===== src/rtl/pm_ctrl_pkg.sv =====
package pm_ctrl_pkg;
  localparam int DATA_W = 8;
  localparam int ADDR_W = 2;
  localparam int RATE_W = 2;

  localparam logic [ADDR_W-1:0] ADDR_CTRL = 2'd0;
  localparam logic [ADDR_W-1:0] ADDR_SMI  = 2'd1;

  localparam int BIT_CPUSLP = 0;
  localparam int BIT_CLKRUN = 1;
  localparam int BIT_RATE   = 2;
  localparam int BIT_LOCK   = 7;
  localparam int BIT_SMIEN  = 0;

  typedef struct packed {
    logic              cpuSlpEn;
    logic              clkRunEn;
    logic [RATE_W-1:0] rate;
    logic              lock;
    logic              smiEn;
  } ctrlState_t;

  typedef struct packed {
    logic restart;
  } ctrlStrobes_t;
endpackage


===== src/rtl/pm_ctrl_regs.sv =====
module pm_ctrl_regs
  import pm_ctrl_pkg::*;
(
  input  logic              clk,
  input  logic              rstN,
  input  logic [ADDR_W-1:0] addr,
  input  logic [DATA_W-1:0] wrData,
  input  logic              wrEn,
  output logic [DATA_W-1:0] rdData,
  output ctrlState_t        state,
  output ctrlStrobes_t      strobes
);
  logic              ctrlHit;
  logic              smiHit;
  logic [RATE_W-1:0] newRate;

  assign ctrlHit = wrEn && (addr == ADDR_CTRL);
  assign smiHit  = wrEn && (addr == ADDR_SMI);
  assign newRate = wrData[BIT_RATE +: RATE_W];

  always_ff @(posedge clk or negedge rstN) begin
    if (!rstN) begin
      state <= '0;
    end else begin
      if (ctrlHit) begin
        state.cpuSlpEn <= wrData[BIT_CPUSLP];
        state.clkRunEn <= wrData[BIT_CLKRUN];
        state.rate     <= newRate;
        if (wrData[BIT_LOCK]) state.lock <= 1'b1;
      end
      if (smiHit && !state.lock) state.smiEn <= wrData[BIT_SMIEN];
    end
  end

  always_comb begin
    strobes = '0;
    strobes.restart = ctrlHit && (newRate != state.rate);
  end

  always_comb begin
    rdData = '0;
    unique case (addr)
      ADDR_CTRL: begin
        rdData[BIT_CPUSLP]            = state.cpuSlpEn;
        rdData[BIT_CLKRUN]            = state.clkRunEn;
        rdData[BIT_RATE +: RATE_W]    = state.rate;
        rdData[BIT_LOCK]              = state.lock;
      end
      ADDR_SMI: rdData[BIT_SMIEN] = state.smiEn;
      default: rdData = '0;
    endcase
  end
endmodule


===== src/rtl/pm_ctrl_datapath.sv =====
module pm_ctrl_datapath
  import pm_ctrl_pkg::*;
#(
  parameter int BASE_INTERVAL = 64
) (
  input  logic         clk,
  input  logic         rstN,
  input  ctrlState_t   state,
  input  ctrlStrobes_t strobes,
  input  logic         secTick,
  input  logic         inS1,
  input  logic         inC3,
  input  logic         inC4,
  input  logic         sleepEn,
  input  logic         clkStopReq,
  output logic         cpuSlp,
  output logic         clkRunLow,
  output logic         pciClkStop,
  output logic         perSmi
);
  localparam int CNT_W = $clog2(BASE_INTERVAL) + 1;
  localparam logic [CNT_W-1:0] BASE_V = CNT_W'(BASE_INTERVAL);

  logic [CNT_W-1:0] tickCnt;
  logic [CNT_W-1:0] intervalSel;
  logic [CNT_W-1:0] lastCount;
  logic             clkRunActive;

  assign intervalSel = BASE_V >> state.rate;
  assign lastCount   = intervalSel - 1'b1;

  always_ff @(posedge clk or negedge rstN) begin
    if (!rstN) begin
      tickCnt <= '0;
      perSmi  <= 1'b0;
    end else begin
      perSmi <= 1'b0;
      if (strobes.restart || !state.smiEn) begin
        tickCnt <= '0;
      end else if (secTick) begin
        if (tickCnt == lastCount) begin
          tickCnt <= '0;
          perSmi  <= 1'b1;
        end else begin
          tickCnt <= tickCnt + 1'b1;
        end
      end
    end
  end

  assign clkRunActive = state.clkRunEn && !sleepEn;
  assign clkRunLow    = !clkRunActive;
  assign pciClkStop   = clkRunActive && clkStopReq;
  assign cpuSlp       = (inS1 && state.cpuSlpEn) || inC3 || inC4;
endmodule


===== src/rtl/pm_ctrl_unit.sv =====
module pm_ctrl_unit
  import pm_ctrl_pkg::*;
#(
  parameter int BASE_INTERVAL = 64
) (
  input  logic              clk,
  input  logic              rstPlatN,
  input  logic [ADDR_W-1:0] regAddr,
  input  logic [DATA_W-1:0] regWrData,
  input  logic              regWrEn,
  output logic [DATA_W-1:0] regRdData,
  input  logic              secTick,
  input  logic              inS1,
  input  logic              inC3,
  input  logic              inC4,
  input  logic              sleepEn,
  input  logic              clkStopReq,
  output logic              cpuSlp,
  output logic              clkRunLow,
  output logic              pciClkStop,
  output logic              perSmi
);
  ctrlState_t   ctrlState;
  ctrlStrobes_t ctrlStrobes;
  logic         lockBit;
  logic         smiEn;

  assign lockBit = ctrlState.lock;
  assign smiEn   = ctrlState.smiEn;

  pm_ctrl_regs u_regs (
    .clk     (clk),
    .rstN    (rstPlatN),
    .addr    (regAddr),
    .wrData  (regWrData),
    .wrEn    (regWrEn),
    .rdData  (regRdData),
    .state   (ctrlState),
    .strobes (ctrlStrobes)
  );

  pm_ctrl_datapath #(.BASE_INTERVAL(BASE_INTERVAL)) u_dp (
    .clk        (clk),
    .rstN       (rstPlatN),
    .state      (ctrlState),
    .strobes    (ctrlStrobes),
    .secTick    (secTick),
    .inS1       (inS1),
    .inC3       (inC3),
    .inC4       (inC4),
    .sleepEn    (sleepEn),
    .clkStopReq (clkStopReq),
    .cpuSlp     (cpuSlp),
    .clkRunLow  (clkRunLow),
    .pciClkStop (pciClkStop),
    .perSmi     (perSmi)
  );
endmodule


===== config.mk =====
export PLATFORM = sky130hd
export DESIGN_NAME = pm_ctrl_unit
export DESIGN_NICKNAME = d
export VERILOG_FILES = /design/src/rtl/pm_ctrl_pkg.sv /design/src/rtl/pm_ctrl_regs.sv /design/src/rtl/pm_ctrl_datapath.sv /design/src/rtl/pm_ctrl_unit.sv
export SDC_FILE = /design/constraint.sdc
export NUM_CORES = 1
export LEC_CHECK = 0
export CORE_MARGIN = 1.5
export CORE_UTILIZATION = 54
export DETAILED_ROUTE_END_ITERATION = 10
export DONT_BUFFER_PORTS = 1
export PLACE_DENSITY = 0.72
export REMOVE_ABC_BUFFERS = 1
export SYNTH_ARGS = -nofsm -noshare
export SYNTH_HDL_FRONTEND = slang
export SYNTH_HIERARCHICAL = 1
export SYNTH_SLANG_ARGS = --single-unit

===== constraint.sdc =====
create_clock -name clk -period 1.8 [get_ports clk]
set_clock_uncertainty 0.2 [all_clocks]
set_input_delay 0.09 -clock clk [delete_from_list [all_inputs] [get_ports clk]]
set_output_delay 0.09 -clock clk [all_outputs]
set_load 0.1 [all_outputs]

* After elaboration in Yosys (flattened, before gate mapping) *
Index checks and enable logic that the tools add are counted.
Widths: inputs -> output; s select.

cells by class
  shifts and indexed selects = 1
  reductions and logical operators = 17
  $add $sub $neg = 2
  equal/unequal tests = 3
  muxes and demuxes = 9

operators with widths
  operator             number
  $mux 7               3
  $add 7x1->7 const B  1
  $eq 7x7->1           1
  $logic_and 1x1->1    7
  $shr 7x2->7 const A  1
  $sub 7x1->7 const B  1
  $logic_not 1->1      4
  $mux 1               4
  $logic_or 1x1->1     3
  $mux 3               1
  $eq 2x1->1 const B   1
  $logic_not 2->1      1
  $ne 2x2->1           1
  $pmux 1 s2           1
  $reduce_and 2->1     1
  $reduce_bool 2->1    1

storage, ports and cells
  input port bits = 19
  logic and storage cells = 39
  bits in registers = 14

* Longest topological paths before layout *
Gate-level depths: netlist of the first run.

  depth after elaboration = 6
  mapped depth = 7

* Modules after synthesis *
The synthesis of the first run kept the hierarchy.

by module, submodules not included
  module            times used  area each (sq um)  cells an instance
  pm_ctrl_datapath  1           585.6              62
  pm_ctrl_regs      1           336.6              28

* Worst setup path after synthesis of the first run *
No wires, ideal clock.

  path type = register to output
  start point = reg u_regs/state[4] (netlist name)
  end point = out pciClkStop
  path slack = -0.908 ns
  cell stages (with the launch flop) = 3
  arrival time = 2.418 ns
  path buffers = 0
  required time = 1.510 ns
  cells stage by stage = dfrtp_1 nand2b_1 nor2_1

between the ends
  word-level cells in the longest chain between the ends = 2

ends and longest elaborated chain
  what               RTL line                text
  $logic_and 1x1->1  pm_ctrl_datapath.sv:51  assign clkRunActive = state.clkRunEn && !sleepEn;
  $logic_and 1x1->1  pm_ctrl_datapath.sv:53  assign pciClkStop = clkRunActive && clkStopReq;
  end: declaration   pm_ctrl_unit.sv:20      output logic pciClkStop,

No other way between the ends.

* Worst setup path in the final report of the first run *
  start point = reg u_regs/state[2] (netlist name)
  end point = reg u_dp.tickCnt[5]

RTL lines
  what                                                RTL line                text
  $ne 2x2->1 (*)                                      pm_ctrl_regs.sv:37      strobes.restart = ctrlHit && (newRate != state.rate);
  $logic_and 1x1->1 (*)                               pm_ctrl_regs.sv:37
  via ctrlStrobes                                     pm_ctrl_unit.sv:24      ctrlStrobes_t ctrlStrobes;
  $logic_or 1x1->1 (*)                                pm_ctrl_datapath.sv:38  if (strobes.restart || !state.smiEn) begin
  $mux 7 / $reduce_bool 2->1 (equally long branches)  -
  end signal: assignment                              pm_ctrl_datapath.sv:45  tickCnt <= tickCnt + 1'b1;
  end: declaration                                    pm_ctrl_datapath.sv:24  logic [CNT_W-1:0] tickCnt;

Mark *: on every way through the listed nets, which the timed path passes. The rest lies on a longest branch. The select of a mux whose other input is x is not followed.
A chain may end at the register's enable or synchronous reset.

==> metrics.md, run 1 <==
| Metric | Value |
|---|---|
| First-pass GRT wire length | `3.70 mm` |
| Post-Layout Cell Count | `135` |
| Post-synth cell types | `40` |
| Hold_sp | `regAddr[1]` |
| Sequential share of the synthesized area | `38.0%` |
| Layout cell share with drive strength beyond 1 | `36.1%` |
| Core box area | `0.00156 mm^2` |
| Placed Instance Area | `0.00103 mm^2` |
| GRT Util Overall | `27.5%` |
| Syn Std Cell Area | `922 um^2` |
| PD cells | `853 mW/mm^2` |
| Avg WL per Cell | `19.0 um` |
| Largest stage delay, worst path | `0.45 ns` |
| Failing checks | `negative setup slack` |
| CTS H-tree lvls | `1` |
| Largest net degree at the start of global routing | `15` |
| Reg-to-reg critical path endpoint | `u_dp/tickCnt[5]` |
| Static Leak | `0.562 nW` |
| Asr flop ratio synth | `100%` |
| Fin Hold WS | `0.0176 ns` |
| Area occupied by registers | `352 um^2` |
| Router iterations before antenna repair | `6` |
| Final #Nets | `140` |
| Slowest cell on crit path | `dfrtp_1` |
| DRC viols | `0` |
| Die area | `0.00196 mm^2` |
| Final setup TNS | `-0.0502 ns` |
| Die Height | `44.3 um` |
| DRT iter0 DRCs | `21` |
| Worst skew pair latency | `0.30 ns` |
| Crit path time final | `1.82 ns` |
| Vias | `860` |
| Crit-path cells | `xnor2_2, a21boi_2, nand2b_4, buf_4, nor3_1, nand4_1, o22ai_1` |
| Mean Syn Cell Area | `10.2 um^2` |
| Hold endpoint | `u_regs/state[3]` |
| Synth Warn # | `6` |
| Vias per cell | `6.37` |
| Worst-Margin Slew | `0.640 ns` |
| #FFs+latches synth | `14` |
| Worst R2R Path Depth | `7` |
| Vias in the first global route | `796` |
| Synth Instances | `90` |
| Final Hold Vio Count | `0` |
| Core Rows | `14` |
| Setup ws final | `-0.0225 ns` |
| Ys flop type | `dfrtp_1` |
| RePlAce Congestion | `0.786` |
| Outcome | `finished with violations` |
| Setup CP Type | `reg2reg` |
| WHS Path Cells | `3` |
| Fillers | `81` |
| Cell at the root of the clock tree | `clkbuf_4` |
| IO Pins | `31` |
| Multi-input logic area | `567 um^2` |
| CTS tree | `built` |
| Clock sinks | `14` |
| Tot Pwr | `1.08 mW` |
| Width of the die | `44.3 um` |
| Max-slew violations | `0` |
| Slew Limit Headroom | `57.2%` |
| HP Class | `in2reg` |
| Port Buf Inserts | `0` |
| Synthesis-to-layout area growth | `37.7%` |
| CTS buffer count | `3` |
| Critical Path RT | `1.82 ns` |
| Setup violators final | `3` |
| Final Instance Area | `0.00127 mm^2` |
| Hpwl dp | `1.28 mm` |
| Clk pin slew, worst setup/hold paths | `0.09 ns` |
| Period utilization | `101%` |
| WL final | `2.57 mm` |
| Max Cap Viol | `0` |
| Post-route ant nets | `0` |
| Critical Path Source Type | `flip-flop` |
| Crit path buf inv count | `1` |
| Critical path arrival | `1.84 ns` |
| Initial Utilization | `59.1%` |
| Max Root-Sink Buffers | `2` |
| Dpl cells | `117` |
| CP top delay family | `simple AND/OR/NAND/NOR gates` |
| Largest fanout on the critical path | `5` |
| Peak VDD IR | `0.637 mV` |
| R2R Setup Slk | `-0.02 ns` |
| DP Worst Slack | `-0.0276 ns` |
| RSZ-0062 raised after global routing | `true` |
| RR Startpoint | `u_regs/state[2]` |
| Util after Layout | `81.5%` |
| Crit path depth | `7` |
| Initial antenna violation count | `0` |
| Setup crit end kind | `flip-flop` |
| Post-synth EDFFs | `0` |
| Antenna cells | `0` |
| Grt ovf | `0` |
| Max Freq | `549 MHz` |
## layout make-up
| cell class | instances | share of cell area [%] |
|---|---|---|
| Timing Repair Buffer | 31 | 22.1 |
| Multi-Input combinational cell | 66 | 44.6 |
| Sequential cell | 14 | 27.7 |
| Inverter | 4 | 1.18 |
| Tap cell | 16 | 1.58 |
| Clock buffer | 4 | 2.86 |
## state kept, by name (all words and copies together) (netlist names)
name,flops
u_dp/tickCnt,7
u_dp/perSmi,1
u_regs/state,6
## worst max path at each step
stage / startpoint / slack (ns) / end
global placement: u_regs/state[3] / 0.06 / u_dp/tickCnt[5]
CTS: u_regs/state[3] / 0.02 / u_dp/tickCnt[6]
floorplan: u_regs/state[4] / -0.91 / pciClkStop
global route: u_regs/state[2] / -0.14 / u_dp/tickCnt[5]
detailed placement: u_regs/state[3] / -0.03 / u_dp/tickCnt[4]
finish: u_regs/state[2] / -0.02 / u_dp/tickCnt[5]
## synthesized netlist by cell type (3+ instances only)
| cell type | n | area (um^2) |
|---|---|---|
| nor2_1 | 5 | 18.8 |
| nand3_1 | 3 | 15.0 |
| dfrtp_1 | 14 | 350 |
| and2_1 | 4 | 25.0 |
| xor2_1 | 3 | 26.3 |
| buf_4 | 3 | 22.5 |
| mux2_2 | 4 | 45.0 |
| nand2_1 | 4 | 15.0 |
| inv_1 | 4 | 15.0 |
| and3_1 | 3 | 18.8 |
| a211oi_1 | 4 | 30.0 |
| o22ai_1 | 3 | 18.8 |
| buf_6 | 3 | 33.8 |
## repair_timing
action	CTS	global route
pin swaps	1	11
hold buffers	11	0
setup buffers	1	2
gates resized for setup	5	9
gates cloned	0	0
setup endpoints to repair	6	5
endpoints found under the hold margin	28	0
## placed cells by master (no fill, tap or decap), types with 2 or more instances in the layout
| cell type | count |
|---|---|
| a211oi_1 | 3 |
| a221oi_2 | 2 |
| and2_1 | 4 |
| and3_1 | 3 |
| and4bb_1 | 2 |
| buf_4 | 17 |
| buf_6 | 2 |
| clkbuf_4 | 3 |
| conb_1 | 3 |
| dfrtp_1 | 13 |
| dlygate4sd3_1 | 11 |
| inv_1 | 4 |
| mux2_2 | 4 |
| mux2i_1 | 2 |
| nand2_1 | 4 |
| nand3_1 | 3 |
| nand4_1 | 2 |
| nor2_1 | 3 |
| nor2_2 | 2 |
| o22ai_1 | 3 |
| xnor2_2 | 2 |
| xor2_1 | 3 |
## kinds of logic after synthesis
kind of cell	count (synthesis)	share of synthesized area, %
simple gates	33	23.3
fa+ha+maj	1	1.36
buf+inv	12	8.68
flops	14	38.0
compound gates	17	15.2
xor+xnor	5	4.75
other cells	1	0.407
mux	7	8.28
## report_power, final
group	total [mW]	internal (mW)	switching, mW
combinational	0.452	0.171	0.281
clock	0.232	0.124	0.109
sequential	0.398	0.352	0.0459
## worst min-delay path: stages
cell	delay, ns
nor3b_4	0.02
buf_4	0.15
mux2_2	0.22
## layer usage
layer	vias to the layer above	global-route usage (%)	part of all wire, %
li1	378	-	-
met1	418	31.6	36
met5	-	0	0
met2	46	46.5	52
met3	18	5.31	6.7
met4	0	18.2	5.3
No activity file was read; power rests on OpenSTA's default activity.
==> inputs of run 2 (changes only) <==
--- a/constraint.sdc
+++ b/constraint.sdc
@@ -4,2 +4,2 @@
 set_output_delay 0.09 -clock clk [all_outputs]
-set_load 0.1 [all_outputs]
+set_load 0.01 [all_outputs]
==> run 2 against run 1 <==
Against the previous run: the flow now finishes without violations; design area shrank 10%; clock power decreased by 22%; cell count down 8.9%; routed wire length down 24%; setup slack better by 0.046 ns; sequential share of layout area grew 3.1 points; largest power group is now registers.
==> metrics.md, run 2 (synthesis results as in run 1) <==
| Metric | Value |
|---|---|
| Final Hold Vio Count | `0 (unchanged)` |
| Setup crit end kind | `flip-flop` |
| Clock sinks | `14 (unchanged)` |
| Dpl cells | `108 (-7.7%)` |
| Layout cell share with drive strength beyond 1 | `25.2% (-11 points)` |
| Hold_sp | `regAddr[1]` |
| CTS H-tree lvls | `1 (unchanged)` |
| Antenna cells | `0 (unchanged)` |
| Period utilization | `98.7% (-2.5 points)` |
| Critical Path Source Type | `flip-flop` |
| Top reg by flops | `u_dp/tickCnt` |
| Worst skew pair latency | `0.28 ns (-0.02 ns)` |
| Worst-Margin Slew | `0.619 ns (-0.0209 ns)` |
| Peak VDD IR | `0.637 mV (about the same)` |
| Outcome | `finished clean` |
| Final #Nets | `129 (-7.9%)` |
| Sw Pwr | `0.267 mW (-39%)` |
| Largest net degree at the start of global routing | `15 (unchanged)` |
| DRT iter0 DRCs | `38 (+81%)` |
| Placed Instance Area | `945 um^2 (-8.3%)` |
| Worst R2R Path Depth | `5 (-2)` |
| DRC viols | `0 (unchanged)` |
| Sequential Power Share | `47.4% (+11 points)` |
| Clock power share | `21.9% (+0.4 points)` |
| Max Root-Sink Buffers | `2 (unchanged)` |
| Port Buf Inserts | `0 (unchanged)` |
| WL final | `1.96 mm (-24%)` |
| Grt ovf | `0 (unchanged)` |
| Gate power share | `30.7% (-11 points)` |
| Core Rows | `14 (unchanged)` |
| Core box area | `0.00156 mm^2 (unchanged)` |
| WHS Path Cells | `3 (unchanged)` |
| Top Registers | `u_dp/tickCnt: 7 flops, u_regs/state: 6 flops, u_dp/perSmi: 1 flops` |
| Largest fanout on the critical path | `6 (+1)` |
| Final setup TNS | `0 ns (+0.0502 ns)` |
| Critical path arrival | `1.75 ns (-0.09 ns)` |
| Total internal power | `0.562 mW (-13%)` |
| Static Leak | `0.490 nW (-13%)` |
| Max FFs per register | `7 (unchanged)` |
| Fillers | `92 (+14%)` |
| Vias | `753 (-12%)` |
| Crit path time final | `1.78 ns (-0.0457 ns)` |
| Reg-to-reg critical path endpoint | `u_dp/perSmi` |
| IO Pins | `31 (unchanged)` |
| Post-route ant nets | `0 (unchanged)` |
| Synthesis-to-layout area growth | `23.9%` |
| Setup violators final | `0 (-3)` |
| HP Class | `in2reg` |
| Cell at the root of the clock tree | `clkbuf_4` |
| PD cells | `726 mW/mm^2 (-15%)` |
| Initial Utilization | `59.1% (unchanged)` |
| Die area | `0.00196 mm^2 (unchanged)` |
| Setup CP Type | `reg2reg` |
| Width of the die | `44.3 um (unchanged)` |
| CTS tree | `built` |
| Critical Path RT | `1.78 ns (-0.04 ns)` |
| R2R Setup Slk | `0.02 ns (+0.05 ns)` |
| GRT Util Overall | `22.4% (-5.2 points)` |
| Avg WL per Cell | `16.0 um (-16%)` |
| Slew Limit Headroom | `58.6% (+1.4 points)` |
| Vias in the first global route | `693 (-13%)` |
| Hold endpoint | `u_regs/state[4]` |
| Max Freq | `563 MHz (+2.6%)` |
| Router iterations before antenna repair | `6 (unchanged)` |
| RePlAce Congestion | `0.759 (-3.4%)` |
| Hpwl dp | `1.23 mm (-3.9%)` |
| Max Cap Viol | `0 (unchanged)` |
| Most frequent cells in the layout | `dfrtp_1, dlygate4sd3_1, buf_4, nor2_1` |
| First-pass GRT wire length | `3.21 mm (-13%)` |
| Clk pin slew, worst setup/hold paths | `0.09 ns (about the same)` |
| Post-Layout Cell Count | `123 (-8.9%)` |
| Final Instance Area | `0.00114 mm^2 (-10%)` |
| CTS buffer count | `3 (unchanged)` |
| Vias per cell | `6.12 (-3.9%)` |
| Most common cell after layout, fill and taps aside | `dfrtp_1` |
| Max-slew violations | `0 (unchanged)` |
| Initial antenna violation count | `0 (unchanged)` |
| RSZ-0062 raised after global routing | `true` |
| Switching Share | `32.2% (-8.0 points)` |
| RR Startpoint | `u_regs/state[2]` |
| Die Height | `44.3 um (unchanged)` |
run 2: cell count changes in the layout (fill, tap and decap cells not counted), moves of 2 or more:
cell      change
a221oi_1      +2
a221oi_2      -2
buf_4         -9
nor2_1        +2
nor2_2        -2
run 2: layout make-up:
cell class | count | area [um^2] | share of cell area (%)
repair buffers | 20 | 181 | 15.9
flip-flops and latches | 14 | 352 | 30.8
well taps | 16 | 20.0 | 1.75
multi-input cells | 66 | 552 | 48.3
inverters | 4 | 15.0 | 1.31
clock buffers | 3 | 22.5 | 1.97
run 2: worst max path at each step:
| stage | startpoint | to | depth (start not counted) |
|---|---|---|---|
| global placement | u_regs/state[3] | u_dp/tickCnt[5] | 5 |
| finish | u_regs/state[2] | u_dp/perSmi | 5 |
| CTS | u_regs/state[2] | u_dp/tickCnt[4] | 5 |
| global route | u_regs/state[2] | u_dp/tickCnt[0] | 6 |
| floorplan | u_regs/state[3] | u_dp/tickCnt[6] | 6 |
| detailed placement | u_regs/state[3] | u_dp/tickCnt[6] | 6 |
run 2: metal layers:
metal  track usage [%]  up-vias  wire [um]
met5                 0        -          0
met3              2.86        4         74
li1                  -      363          -
met1              30.4      365        802
met4              5.45        0         30
met2              37.9       21       1060
run 2: worst max-delay path: stages, from the launching register on:
cell and delay [ns]:
dfrtp_1 0.41, buf_4 0.17, and4b_1 0.21, a211oi_4 0.32
a21oi_4 0.15, and3_4 0.21
run 2: per-stage QoR:
| stage | worst slack [ns] | power [mW] | hold WS [ns] | utilization, % |
|---|---|---|---|---|
| floorplan | 0.0230 | 0.514 | -0.406 | - |
| global placement | 0.0363 | 0.574 | -0.405 | 60.6 |
| detailed placement | 0.0106 | 0.582 | -0.405 | 60.6 |
| CTS | 0.00274 | 0.785 | 0.00214 | 69.6 |
| global route | -0.0219 | 0.876 | 0.0158 | 73.3 |
| finish | 0.0231 | 0.829 | 0.0131 | 73.3 |
run 2: timing repair:
item                                   4_1_cts  5_1_grt
pin swaps                                    0        5
endpoints found under the hold margin       28        0
resized for setup                            2       10
setup endpoints to repair                    2        6
buffers inserted                             0        1
hold buffers                                11        0
run 2: power groups by stage:
stage | sequential, mW | clock [mW] | combinational [mW]
3_3_place_gp | 0.388 | 0 | 0.186
6_report | 0.393 | 0.182 | 0.254
3_5_place_dp | 0.391 | 0 | 0.191
4_1_cts | 0.389 | 0.171 | 0.225
2_1_floorplan | 0.387 | 0 | 0.127
5_1_grt | 0.400 | 0.198 | 0.278
